===== config.mk =====
export PLATFORM = sky130hd
export DESIGN_NAME = flash_seq
export DESIGN_NICKNAME = d
export VERILOG_FILES = /design/src/rtl/flash_seq_pkg.sv /design/src/rtl/flash_cmd_gen.sv /design/src/rtl/flash_bus_timer.sv /design/src/rtl/flash_poll_eval.sv /design/src/rtl/flash_seq.sv
export SDC_FILE = /design/constraint.sdc
export NUM_CORES = 1
export LEC_CHECK = 0
export CAP_MARGIN = 20
export CORE_MARGIN = 2
export CORE_UTILIZATION = 37
export DETAILED_ROUTE_END_ITERATION = 10
export HOLD_SLACK_MARGIN = 0.06
export PLACE_DENSITY = 0.67
export SYNTH_ARGS = -nofsm -noshare
export SYNTH_HDL_FRONTEND = slang
export SYNTH_SLANG_ARGS = --single-unit

===== constraint.sdc =====
create_clock -name clk_i -period 4.1 [get_ports clk_i]
set_input_delay 0.82 -clock clk_i [delete_from_list [all_inputs] [get_ports clk_i]]
set_output_delay 0.82 -clock clk_i [all_outputs]
set_load 0.05 [all_outputs]

===== src/rtl/flash_seq_pkg.sv =====
package flash_seq_pkg;
  typedef enum logic [1:0] {OP_PROG = 2'd0, OP_SECT = 2'd1, OP_CHIP = 2'd2, OP_RSVD = 2'd3} op_e;
  typedef enum logic [1:0] {PH_IDLE, PH_SETUP, PH_ACT, PH_HOLD} phase_e;
  typedef enum logic [1:0] {ST_IDLE, ST_WRITE, ST_POLL, ST_DONE} seq_e;

  localparam logic [14:0] UNLK_ADDR_A = 15'h5555;
  localparam logic [14:0] UNLK_ADDR_B = 15'h2AAA;
  localparam logic [7:0]  UNLK_DATA_A = 8'hAA;
  localparam logic [7:0]  UNLK_DATA_B = 8'h55;
  localparam logic [7:0]  CMD_PROG    = 8'hA0;
  localparam logic [7:0]  CMD_ERASE   = 8'h80;
  localparam logic [7:0]  CMD_SECT    = 8'h30;
  localparam logic [7:0]  CMD_CHIP    = 8'h10;
  localparam int unsigned PROG_STEPS  = 4;
  localparam int unsigned ERASE_STEPS = 6;
endpackage


===== src/rtl/flash_cmd_gen.sv =====
module flash_cmd_gen
  import flash_seq_pkg::*;
#(
  parameter int unsigned AW = 17
) (
  input  op_e           op_i,
  input  logic [2:0]    step_i,
  input  logic [AW-1:0] addr_i,
  input  logic [7:0]    data_i,
  output logic [AW-1:0] addr_o,
  output logic [7:0]    data_o,
  output logic          last_o
);
  logic [AW-1:0] addr_a, addr_b;
  logic          is_prog;

  assign addr_a  = AW'(UNLK_ADDR_A);
  assign addr_b  = AW'(UNLK_ADDR_B);
  assign is_prog = (op_i == OP_PROG);

  always_comb begin
    addr_o = addr_a;
    data_o = UNLK_DATA_A;
    unique case (step_i)
      3'd0: begin addr_o = addr_a; data_o = UNLK_DATA_A; end
      3'd1: begin addr_o = addr_b; data_o = UNLK_DATA_B; end
      3'd2: begin addr_o = addr_a; data_o = is_prog ? CMD_PROG : CMD_ERASE; end
      3'd3: begin
        addr_o = is_prog ? addr_i : addr_a;
        data_o = is_prog ? data_i : UNLK_DATA_A;
      end
      3'd4: begin addr_o = addr_b; data_o = UNLK_DATA_B; end
      3'd5: begin
        addr_o = (op_i == OP_SECT) ? addr_i : addr_a;
        data_o = (op_i == OP_SECT) ? CMD_SECT : CMD_CHIP;
      end
      default: begin addr_o = addr_a; data_o = UNLK_DATA_A; end
    endcase
  end

  assign last_o = is_prog ? (step_i == 3'(PROG_STEPS - 1)) : (step_i == 3'(ERASE_STEPS - 1));
endmodule


===== src/rtl/flash_bus_timer.sv =====
module flash_bus_timer
  import flash_seq_pkg::*;
#(
  parameter int unsigned SETUP_CYC = 2,
  parameter int unsigned PULSE_CYC = 3,
  parameter int unsigned HOLD_CYC  = 2,
  parameter int unsigned RD_CYC    = 3
) (
  input  logic   clk_i,
  input  logic   rst_ni,
  input  logic   go_i,
  input  logic   wr_i,
  output phase_e phase_o,
  output logic   cyc_end_o,
  output logic   sample_o
);
  localparam int unsigned MAX_AB = (SETUP_CYC > PULSE_CYC) ? SETUP_CYC : PULSE_CYC;
  localparam int unsigned MAX_CD = (HOLD_CYC > RD_CYC) ? HOLD_CYC : RD_CYC;
  localparam int unsigned MAX_LEN = (MAX_AB > MAX_CD) ? MAX_AB : MAX_CD;
  localparam int unsigned CW = (MAX_LEN < 2) ? 1 : $clog2(MAX_LEN);

  phase_e        phase_q, phase_d;
  logic [CW-1:0] cnt_q, cnt_d;
  logic [CW-1:0] act_len;

  assign act_len = wr_i ? CW'(PULSE_CYC - 1) : CW'(RD_CYC - 1);

  always_comb begin
    phase_d = phase_q;
    cnt_d   = cnt_q;
    unique case (phase_q)
      PH_IDLE: if (go_i) begin
        phase_d = PH_SETUP;
        cnt_d   = CW'(SETUP_CYC - 1);
      end
      PH_SETUP: begin
        if (cnt_q == '0) begin
          phase_d = PH_ACT;
          cnt_d   = act_len;
        end else cnt_d = cnt_q - 1'b1;
      end
      PH_ACT: begin
        if (cnt_q == '0) begin
          phase_d = PH_HOLD;
          cnt_d   = CW'(HOLD_CYC - 1);
        end else cnt_d = cnt_q - 1'b1;
      end
      PH_HOLD: begin
        if (cnt_q == '0) begin
          phase_d = go_i ? PH_SETUP : PH_IDLE;
          cnt_d   = CW'(SETUP_CYC - 1);
        end else cnt_d = cnt_q - 1'b1;
      end
      default: phase_d = PH_IDLE;
    endcase
  end

  always_ff @(posedge clk_i or negedge rst_ni) begin
    if (!rst_ni) begin
      phase_q <= PH_IDLE;
      cnt_q   <= '0;
    end else begin
      phase_q <= phase_d;
      cnt_q   <= cnt_d;
    end
  end

  assign phase_o   = phase_q;
  assign cyc_end_o = (phase_q == PH_HOLD) && (cnt_q == '0);
  assign sample_o  = (phase_q == PH_ACT) && (cnt_q == '0) && !wr_i;
endmodule


===== src/rtl/flash_poll_eval.sv =====
module flash_poll_eval #(
  parameter int unsigned MAX_POLLS = 1000
) (
  input  logic clk_i,
  input  logic rst_ni,
  input  logic clr_i,
  input  logic sample_i,
  input  logic pass_i,
  output logic fin_o,
  output logic ok_o
);
  localparam int unsigned PW = $clog2(MAX_POLLS + 1);

  logic [PW-1:0] polls_q;
  logic          confirm_q;
  logic          conf_idx_q;
  logic          conf_bad_q;

  // confirm mode: two extra reads, both must pass
  assign fin_o = sample_i && (confirm_q ? conf_idx_q : pass_i);
  assign ok_o  = confirm_q ? (!conf_bad_q && pass_i) : 1'b1;

  always_ff @(posedge clk_i or negedge rst_ni) begin
    if (!rst_ni) begin
      polls_q    <= '0;
      confirm_q  <= 1'b0;
      conf_idx_q <= 1'b0;
      conf_bad_q <= 1'b0;
    end else if (clr_i) begin
      polls_q    <= '0;
      confirm_q  <= 1'b0;
      conf_idx_q <= 1'b0;
      conf_bad_q <= 1'b0;
    end else if (sample_i) begin
      if (confirm_q) begin
        conf_idx_q <= 1'b1;
        conf_bad_q <= conf_bad_q | !pass_i;
      end else if (!pass_i) begin
        polls_q <= polls_q + 1'b1;
        if (polls_q == PW'(MAX_POLLS - 1)) confirm_q <= 1'b1;
      end
    end
  end
endmodule


===== src/rtl/flash_seq.sv =====
module flash_seq
  import flash_seq_pkg::*;
#(
  parameter int unsigned AW        = 17,  // at least 15
  parameter int unsigned SETUP_CYC = 2,
  parameter int unsigned PULSE_CYC = 3,
  parameter int unsigned HOLD_CYC  = 2,
  parameter int unsigned RD_CYC    = 3,
  parameter int unsigned MAX_POLLS = 1000
) (
  input  logic          clk_i,
  input  logic          rst_ni,
  input  logic          req_valid_i,
  output logic          req_ready_o,
  input  logic [1:0]    req_op_i,
  input  logic [AW-1:0] req_addr_i,
  input  logic [7:0]    req_data_i,
  output logic          done_o,
  output logic          err_o,
  output logic          fl_ce_no,
  output logic          fl_we_no,
  output logic          fl_oe_no,
  output logic [AW-1:0] fl_addr_o,
  output logic [7:0]    fl_dq_o,
  output logic          fl_dq_oe_o,
  input  logic [7:0]    fl_dq_i
);
  seq_e          state_q;
  op_e           op_q;
  logic [AW-1:0] addr_q;
  logic [7:0]    data_q;
  logic [2:0]    step_q;
  logic          finishing_q;
  logic          err_q;

  logic          accept, wr, go, pass;
  logic          cyc_end, sample, fin, ok, last;
  phase_e        phase;
  logic [AW-1:0] cmd_addr;
  logic [7:0]    cmd_data;
  logic          unused_dq;

  assign unused_dq = ^fl_dq_i[6:0];

  assign accept = req_valid_i && req_ready_o;
  assign wr     = (state_q == ST_WRITE);
  assign go     = wr || ((state_q == ST_POLL) && !finishing_q);
  assign pass   = (op_q == OP_PROG) ? (fl_dq_i[7] == data_q[7]) : fl_dq_i[7];

  flash_cmd_gen #(.AW(AW)) u_cmd (
    .op_i   (op_q),
    .step_i (step_q),
    .addr_i (addr_q),
    .data_i (data_q),
    .addr_o (cmd_addr),
    .data_o (cmd_data),
    .last_o (last)
  );

  flash_bus_timer #(
    .SETUP_CYC (SETUP_CYC),
    .PULSE_CYC (PULSE_CYC),
    .HOLD_CYC  (HOLD_CYC),
    .RD_CYC    (RD_CYC)
  ) u_timer (
    .clk_i     (clk_i),
    .rst_ni    (rst_ni),
    .go_i      (go),
    .wr_i      (wr),
    .phase_o   (phase),
    .cyc_end_o (cyc_end),
    .sample_o  (sample)
  );

  flash_poll_eval #(.MAX_POLLS(MAX_POLLS)) u_poll (
    .clk_i    (clk_i),
    .rst_ni   (rst_ni),
    .clr_i    (accept),
    .sample_i (sample),
    .pass_i   (pass),
    .fin_o    (fin),
    .ok_o     (ok)
  );

  always_ff @(posedge clk_i or negedge rst_ni) begin
    if (!rst_ni) begin
      state_q     <= ST_IDLE;
      op_q        <= OP_PROG;
      addr_q      <= '0;
      data_q      <= '0;
      step_q      <= '0;
      finishing_q <= 1'b0;
      err_q       <= 1'b0;
    end else begin
      unique case (state_q)
        ST_IDLE: if (accept) begin
          op_q        <= op_e'(req_op_i);
          addr_q      <= req_addr_i;
          data_q      <= req_data_i;
          step_q      <= '0;
          finishing_q <= 1'b0;
          err_q       <= (op_e'(req_op_i) == OP_RSVD);
          state_q     <= (op_e'(req_op_i) == OP_RSVD) ? ST_DONE : ST_WRITE;
        end
        ST_WRITE: if (cyc_end) begin
          if (last) state_q <= ST_POLL;
          else      step_q  <= step_q + 1'b1;
        end
        ST_POLL: begin
          if (fin) begin
            finishing_q <= 1'b1;
            err_q       <= !ok;
          end
          if (cyc_end && finishing_q) state_q <= ST_DONE;
        end
        ST_DONE: state_q <= ST_IDLE;
        default: state_q <= ST_IDLE;
      endcase
    end
  end

  assign req_ready_o = (state_q == ST_IDLE);
  assign done_o      = (state_q == ST_DONE);
  assign err_o       = done_o && err_q;

  assign fl_ce_no   = (phase == PH_IDLE);
  assign fl_we_no   = !((phase == PH_ACT) && wr);
  assign fl_oe_no   = !((phase == PH_ACT) && !wr);
  assign fl_dq_oe_o = (phase != PH_IDLE) && wr;
  assign fl_addr_o  = wr ? cmd_addr : addr_q;
  assign fl_dq_o    = cmd_data;
endmodule


== Word-level counts from Yosys, hierarchy flattened ==
Cells that the tools add are included.
W data, S select, Z words.
Storage, ports and cells
  input bits: 38
  output and inout bits: 32
  bits in registers: 51
Operators by class
  equality and inequality tests: 27
  muxes and demuxes: 52
  bitwise operators: 1
  add/sub/neg operators: 3
  reduce and logical (&&, ||, !) cells: 38
Operator list (count)
  $mux W17: 3
  $pmux W17 S3: 1
  $mux W10: 4
  $pmux W8 S4: 1
  $mux W2: 11
  $mux W1: 20
  $pmux W2 S4: 2
  $logic_and A1 B1 Y1: 12
  $mux W6: 2
  $ne A2 B1 Y1 const B: 6
  $ne A2 B2 Y1 const B: 6
  $reduce_and A4 Y1: 3
  $add A10 B1 Y10 const B: 1
  $eq A10 B10 Y1 const B: 1
  $eq A2 B2 Y1 const B: 5
  $reduce_bool A2 Y1: 5
  $mux W3: 3
  $logic_not A2 Y1: 4
  $mux W8: 1
  $logic_not A1 Y1: 7
  $eq A2 B1 Y1 const B: 3
  $eq A3 B2 Y1 const B: 2
  $eq A3 B3 Y1 const B: 2
  $pmux W2 S3: 1
  11 further kinds: 15

== Depth between registers and ports, before layout ==
Gate-level depths: netlist (run 1).
  depth in word-level cells: 7
  depth in mapped cells: 9

== Hierarchy ==
From an unflattened synthesis (run 1), not the netlist that was laid out.
Second synthesis, totals
  cells, all modules: 339
  area, all modules: 3405.8 um^2
Modules (own cells, without submodules)
  flash_seq: cells an instance 136, area an instance 1759.2 um^2, times used 1, seq. area each 850.8 um^2
  flash_poll_eval: cells an instance 69, area an instance 671.9 um^2, times used 1, seq. area each 325.3 um^2
  flash_cmd_gen: cells an instance 97, area an instance 601.8 um^2, times used 1, seq. area each 0.0 um^2
  flash_bus_timer: cells an instance 37, area an instance 372.9 um^2, times used 1, seq. area each 100.1 um^2

== Worst setup path after synthesis (run 1) ==
OpenSTA, ideal clock, no wires.
  kind: register to output
  start point: register step_q[2]
  end point: output fl_addr_o[0]
  slack: 0.834 ns
  stages on the path, launching flop included: 9
  data required time: 3.280 ns
  arrival time: 2.446 ns
  cells stage by stage: dfrtp_1 clkbuf_1 inv_1 ha_1 buf_6 a211o_1 a31oi_1 nor2_1 nor2_1
Between the ends
  cells in the longest elaborated chain, start to end: 4
Ends and longest elaborated chain
  start, declared: line flash_seq.sv:32  | logic [2:0] step_q;
  start signal, assigned: line flash_seq.sv:107  | else step_q <= step_q + 1'b1;
  $eq A3 B1 Y1 or $eq A3 B3 Y1 (tied branches): line flash_cmd_gen.sv:24  | unique case (step_i)
  $reduce_or A2 Y1 (no line)
  $pmux W17 S3 *: line flash_cmd_gen.sv:24
  $mux W17 *: line flash_seq.sv:130  | assign fl_addr_o = wr ? cmd_addr : addr_q;
  end, declared: line flash_seq.sv:23  | output logic [AW-1:0] fl_addr_o,
Mark *: on every way between the ends. The rest lies on a longest branch, timed or not.

== Final worst setup path (run 1) ==
  start point: register step_q[2]
  end point: output fl_addr_o[10]
Same word-level chain as after synthesis.

==> results of run 1 <==
## cell type report
cell class | count | area (µm²)
clock buffer | 6 | 82.6
timing repair buffer | 69 | 688
fill | 781 | 4240
inverter | 16 | 60.1
clock inverter | 2 | 16.3
sequential | 51 | 1280
tap | 105 | 131
multi-input combinational | 278 | 1640
## worst min-delay path, stage by stage (launching register included)
cell	delay [ns]
dfrtp_1	0.35
nand2_1	0.05
nand2_1	0.06
## state kept, by name, summed over array words and instances (netlist names)
name               flops
u_poll.confirm_q       1
u_poll.conf_idx_q      1
u_poll.conf_bad_q      1
u_timer.cnt_q          2
u_timer.phase_o        2
state_q                2
finishing_q            1
addr_q                17
data_q                 8
op_q                   2
u_poll.polls_q        10
step_q                 3
err_q                  1
## cell usage after synthesis (4+ instances only)
cell type    n
ha_1        19
nor2_1      29
or3_1        4
nand2_1    103
dfrtp_1     51
clkbuf_1    11
inv_1       16
and2_1       6
a21o_1       7
a21oi_1     14
nor2b_1      6
o21ai_0     11
or4_1        5
nand3_1      7
a31oi_1      8
o211ai_1     4
mux2i_1      5
## cell families (layout without fill, tap and decap cells)
kind of cell             count (synthesis)  in the layout
AO/OA/AOI/OAI                           65             65
multiplexers                             7              7
adder cells (fa/ha/maj)                 19             19
AND/OR/NAND/NOR                        183            183
XOR/XNOR                                 4              4
flip-flops                              51             51
buffers and inverters                   34             93
## routing by layer
| layer | wire [µm] | up-vias |
|---|---|---|
| met5 | 0 | - |
| met4 | 106 | 0 |
| met3 | 254 | 8 |
| met1 | 3340 | 1336 |
| met2 | 3610 | 46 |
| li1 | - | 1348 |
## through the flow
step / cells / area [µm²] / worst slack [ns] / utilization [%]
finish: 527 / 3900 / 0.279 / 47.9
global route: 527 / 3900 / 0.0938 / 47.9
CTS: 526 / 3870 / 0.293 / 47.6
detailed placement: 518 / 3770 / 0.665 / 46.4
global placement: 518 / 3770 / 0.683 / 46.4
floorplan: 363 / 3070 / 0.834 / -
## worst min-delay path by stage
stage / startpoint / end / slack (ns) / depth (start not counted)
final: data_q[1] / data_q[1] / 0.48 / 2
after global routing: addr_q[15] / addr_q[15] / 0.51 / 2
after CTS: data_q[1] / data_q[1] / 0.48 / 2
after detailed placement: data_q[1] / data_q[1] / 0.46 / 2
after global placement: addr_q[15] / addr_q[15] / 0.45 / 2
after floorplan: addr_q[15] / addr_q[15] / 0.44 / 2
## placed cells by master, fill, tap and decap left out, drive strengths merged, types with 5 or more instances in the layout
master           n
nand2          103
clkdlybuf4s50   61
dfrtp           51
nor2            29
ha              19
inv             16
a21oi           14
o21ai           12
a31oi            8
buf              8
nand3            7
a21o             7
nor2b            6
and2             6
clkbuf           6
mux2i            5
or4              5
==> impl_metrics.env, run 1 <==
export IMPL_status="completed"
export IMPL_rsz0062_at_grt="false"
export IMPL_first_iter_violations=119
export IMPL_start_util_pct=37.8
export IMPL_vias=2738
export IMPL_viasPerCell=5.20
export IMPL_cp_max_fo=12
export IMPL_grt_overflow=0
export IMPL_cts_resized=0
export IMPL_num_rows=33
export IMPL_io_pins=70
export IMPL_postSynthCellCount=363
export IMPL_antenna_found_initial=0
export IMPL_grt_pass1_vias=2673
export IMPL_slowest_stage="clkdlybuf4s50_1"
export IMPL_period_minus_slack_ns=3.82
export IMPL_diodes=0
export IMPL_firstDrtPassIters=4
export IMPL_finalHoldWorstSlack_ns=0.479
export IMPL_critPathLaunch="step_q[2]"
export IMPL_synth_top_family_by_area="simple AND/OR/NAND/NOR gates"
export IMPL_slew_headroom_pct=55.8
export IMPL_avgSynthCellArea_um2=8.47
export IMPL_finalHoldViolCount=0
export IMPL_post_synth_top_area_fraction_pct=41.5
export IMPL_grt_pass1_wl_mm=12.4
export IMPL_synth_xor_xnor_area_share_pct=1.14
export IMPL_met1_usage_pct=22.7
export IMPL_cts_tree="built"
export IMPL_finalSetupTns_ns=0
export IMPL_period_share_pct=93.2
export IMPL_wl_per_cell_um=13.9
export IMPL_async_flop_share_pct=100
export IMPL_die_w_um=95.1
export IMPL_coreArea_mm2=0.00813
export IMPL_clkSinkCount=51
export IMPL_path_clk_slew_ns=0.10
export IMPL_grt_max_degree=32
export IMPL_met2_usage_pct=28.4
export IMPL_worstPathArrival_ns=3.00
export IMPL_maxSlewViolCount=0
export IMPL_synth_edf_count=0
export IMPL_hold_path_class="register to register"
export IMPL_ys_top_cells_by_area="dfrtp_1 (42%), nand2_1 (13%), ha_1 (7.7%)"
export IMPL_crit_path_end="fl_addr_o[10]"
export IMPL_crit_reg2reg_launch="step_q[2]"
export IMPL_yosysSeqAreaShare_pct=41.5
export IMPL_setup_viol=0
export IMPL_syn_num_nets=420
export IMPL_ys_flop_type="dfrtp_1"
export IMPL_ff2ff_path_depth=6
export IMPL_netlist_area_mm2=0.00307
export IMPL_finClkSkew_ns=0.0127
export IMPL_tightest_slew_ns=0.662
export IMPL_holdBufCountCts=0
export IMPL_cp_start_kind="register"
export IMPL_die_h_um=95.1
export IMPL_clockRootBuffer="clkbuf_8"
export IMPL_synth_simple_gate_area_share_pct=27.7
export IMPL_synth_top_cell_by_area="dfrtp_1"
export IMPL_critPathKind="register to output port"
export IMPL_h_tree_depth=2
export IMPL_design_die_area_mm2=0.00905
export IMPL_clock_path_buffers=2
export IMPL_detail_route_antenna_nets=0
export IMPL_maxCapViolCount=0
export IMPL_clkLatencyLatePin_ns=0.31
export IMPL_drive_above_1_share_pct=5.92
export IMPL_path_cells="inv_1, ha_1, a211o_1, a31oi_1, buf_4, nor2_1, nor2_1, clkdlybuf4s50_1"
export IMPL_yosys_register_bits=51
export IMPL_muxShareOfSynthArea_pct=2.48
export IMPL_yosysWarnings=0
export IMPL_slowest_delay_ns=0.82
export IMPL_fin_nets=478
export IMPL_post_cts_buffers=0
export IMPL_crit_top_cell="nor2_1"
export IMPL_cp_num_cells=8
export IMPL_grtUsageMet3_pct=3.48
export IMPL_ys_types=55
export IMPL_end_kind="output port"
export IMPL_synth_compound_area_share_pct=14.4
export IMPL_crit_required_ns=3.28
export IMPL_r2r_slack_ns=1.54
export IMPL_gp_congestion=0.744
export IMPL_fmax_mhz=262
export IMPL_drt_wl_total_mm=7.32
export IMPL_portBuffers=62
export IMPL_r2r_end="step_q[2]"
export IMPL_synth_fa_ha_area_share_pct=7.74
export IMPL_top_usage_layer="met2"
export IMPL_drc=0
export IMPL_grt_use_total_pct=17.3
export IMPL_crit_family="buffers and inverters"
export IMPL_synthToLayoutAreaGrowth_pct=26.8
export IMPL_path_buf_inv=3
export IMPL_cts_buffers=5
export IMPL_hpwlAfterDp_mm=5.23
Power of run 1 is left out: the tool's default activity adds up to more than one toggle a clock period on the data nets, which glitch-free logic cannot reach.
==> run 2, diff against run 1 <==
CORE_MARGIN = unset   (was 2)
==> run 2 against run 1 <==
  * First-iteration DRC count rose by 24%
  * Non-clock buffer count did not move
  * Highest routed layer unchanged
  * Worst hold slack worse by 0.0073 ns
  * Clock skew grew 0.0037 ns
  * Critical endpoint is now fl_addr_o[12]
==> impl_metrics.env, run 2 (same netlist as run 1, synthesis figures left out) <==
export IMPL_grt_pass1_vias=2607
export IMPL_r2r_end="step_q[2]"
export IMPL_fillers=734
export IMPL_ff2ff_path_depth=6
export IMPL_critPathKind="register to output port"
export IMPL_design_die_area_mm2=0.00867
export IMPL_hold_path_class="register to register"
export IMPL_detail_route_antenna_nets=0
export IMPL_start_util_pct=39.0
export IMPL_grt_use_total_pct=17.1
export IMPL_cp_max_fo=12
export IMPL_drive_above_1_share_pct=5.46
export IMPL_whs_path_depth=2
export IMPL_die_h_um=93.1
export IMPL_cts_buffers=5
export IMPL_holdBufCountCts=0
export IMPL_tightest_slew_ns=0.768
export IMPL_finalSetupTns_ns=0
export IMPL_slowest_delay_ns=0.81
export IMPL_drt_wl_total_mm=7.20
export IMPL_first_iter_violations=148
export IMPL_vias=2696
export IMPL_portBuffers=62
export IMPL_fmax_mhz=266
export IMPL_layout_commonest_cell="nand2_1"
export IMPL_slowest_stage="clkdlybuf4s50_1"
export IMPL_viasPerCell=5.15
export IMPL_largest_register_ffs=17
export IMPL_finalHoldViolCount=0
export IMPL_worstPathArrival_ns=2.94
export IMPL_min_from="addr_q[15]"
export IMPL_slew_headroom_pct=48.8
export IMPL_cts_tree="built"
export IMPL_clock_path_buffers=2
export IMPL_crit_reg2reg_launch="step_q[2]"
export IMPL_h_tree_depth=2
export IMPL_setup_viol=0
export IMPL_clockRootBuffer="clkbuf_8"
export IMPL_finClkSkew_ns=0.0164
export IMPL_r2r_slack_ns=1.56
export IMPL_io_pins=70
export IMPL_clkSinkCount=51
export IMPL_rsz0062_at_grt="false"
export IMPL_maxCapViolCount=0
export IMPL_coreArea_mm2=0.00789
export IMPL_whs_endpoint="addr_q[15]"
export IMPL_crit_required_ns=3.28
export IMPL_layout_cells_most_common_list="nand2_1 (103), clkdlybuf4s50_1 (61), dfrtp_1 (51)"
export IMPL_synthToLayoutAreaGrowth_pct=26.4
export IMPL_maxSlewViolCount=0
export IMPL_end_kind="output port"
export IMPL_grt_max_degree=33
export IMPL_path_cells="inv_1, ha_1, a211o_1, a31oi_1, buf_4, nor2_1, nor2_1, clkdlybuf4s50_1"
export IMPL_gp_congestion=0.786
export IMPL_num_rows=32
export IMPL_path_clk_slew_ns=0.09
export IMPL_grt_overflow=0
export IMPL_drc=0
export IMPL_crit_top_cell="nor2_1"
export IMPL_reg_top3="addr_q (17), u_poll.polls_q (10), data_q (8)"
export IMPL_grt_pass1_wl_mm=12.0
export IMPL_hpwlAfterDp_mm=5.20
export IMPL_period_share_pct=91.8
export IMPL_firstDrtPassIters=4
export IMPL_post_cts_buffers=0
export IMPL_clkLatencyLatePin_ns=0.30
export IMPL_die_w_um=93.1
export IMPL_cp_start_kind="register"
export IMPL_period_minus_slack_ns=3.76
export IMPL_status="completed"
export IMPL_regMostFlops="addr_q"
export IMPL_antenna_found_initial=0
export IMPL_fin_nets=478
export IMPL_cts_resized=0
export IMPL_diodes=0
export IMPL_wl_per_cell_um=13.8
-- run 2: cell count changes in the layout (fill, tap and decap cells not counted), sizes merged --
| cell | change |
|---|---|
| bufinv | +1 |
| clkinv | -1 |
| clkinvlp | -1 |
-- run 2: through the flow --
step	hold WS, ns	std cells	worst slack (ns)	cell area, µm²	utilization, %
floorplan	0.437	363	0.834	3070	-
finish	0.472	523	0.337	3880	49.3
detailed placement	0.454	515	0.688	3770	47.8
global placement	0.450	515	0.712	3770	47.8
global route	0.501	523	0.104	3880	49.3
CTS	0.476	522	0.347	3870	49.1
-- run 2: worst max-delay path, delay by kind of cell (launching register included) --
kind | cells | cell delay (ns)
buffers and inverters | 3 | 1.16
DFF | 1 | 0.56
AOI/OAI and AO/OA | 2 | 0.44
adders and majority gates | 1 | 0.34
and+or+nand+nor | 2 | 0.14
-- run 2: worst max path at each step --
| stage | start | to | slack, ns |
|---|---|---|---|
| floorplan | step_q[2] | fl_addr_o[0] | 0.83 |
| global placement | step_q[2] | fl_addr_o[14] | 0.71 |
| detailed placement | step_q[2] | fl_addr_o[0] | 0.69 |
| CTS | step_q[2] | fl_addr_o[0] | 0.35 |
| global route | step_q[2] | fl_addr_o[8] | 0.10 |
| finish | step_q[2] | fl_addr_o[12] | 0.34 |
-- run 2: layout make-up --
class	count	area, µm²	share of cell area, %
Multi-Input combinational cell	278	1640	42.3
Sequential cell	51	1280	32.9
Timing Repair Buffer	69	676	17.4
Tap cell	102	128	3.29
Clock buffer	6	72.6	1.87
Inverter	16	60.1	1.55
Clock inverter	1	30.0	0.773
-- run 2: layer usage --
layer	track usage, %	part of all wire (%)	vias to the layer above
met3	2.52	3.0	11
met5	0	0	-
li1	-	-	1342
met1	22.1	47	1291
met2	29.2	49	52
met4	5.90	1.2	0
Power of run 2 is left out for the same reason.
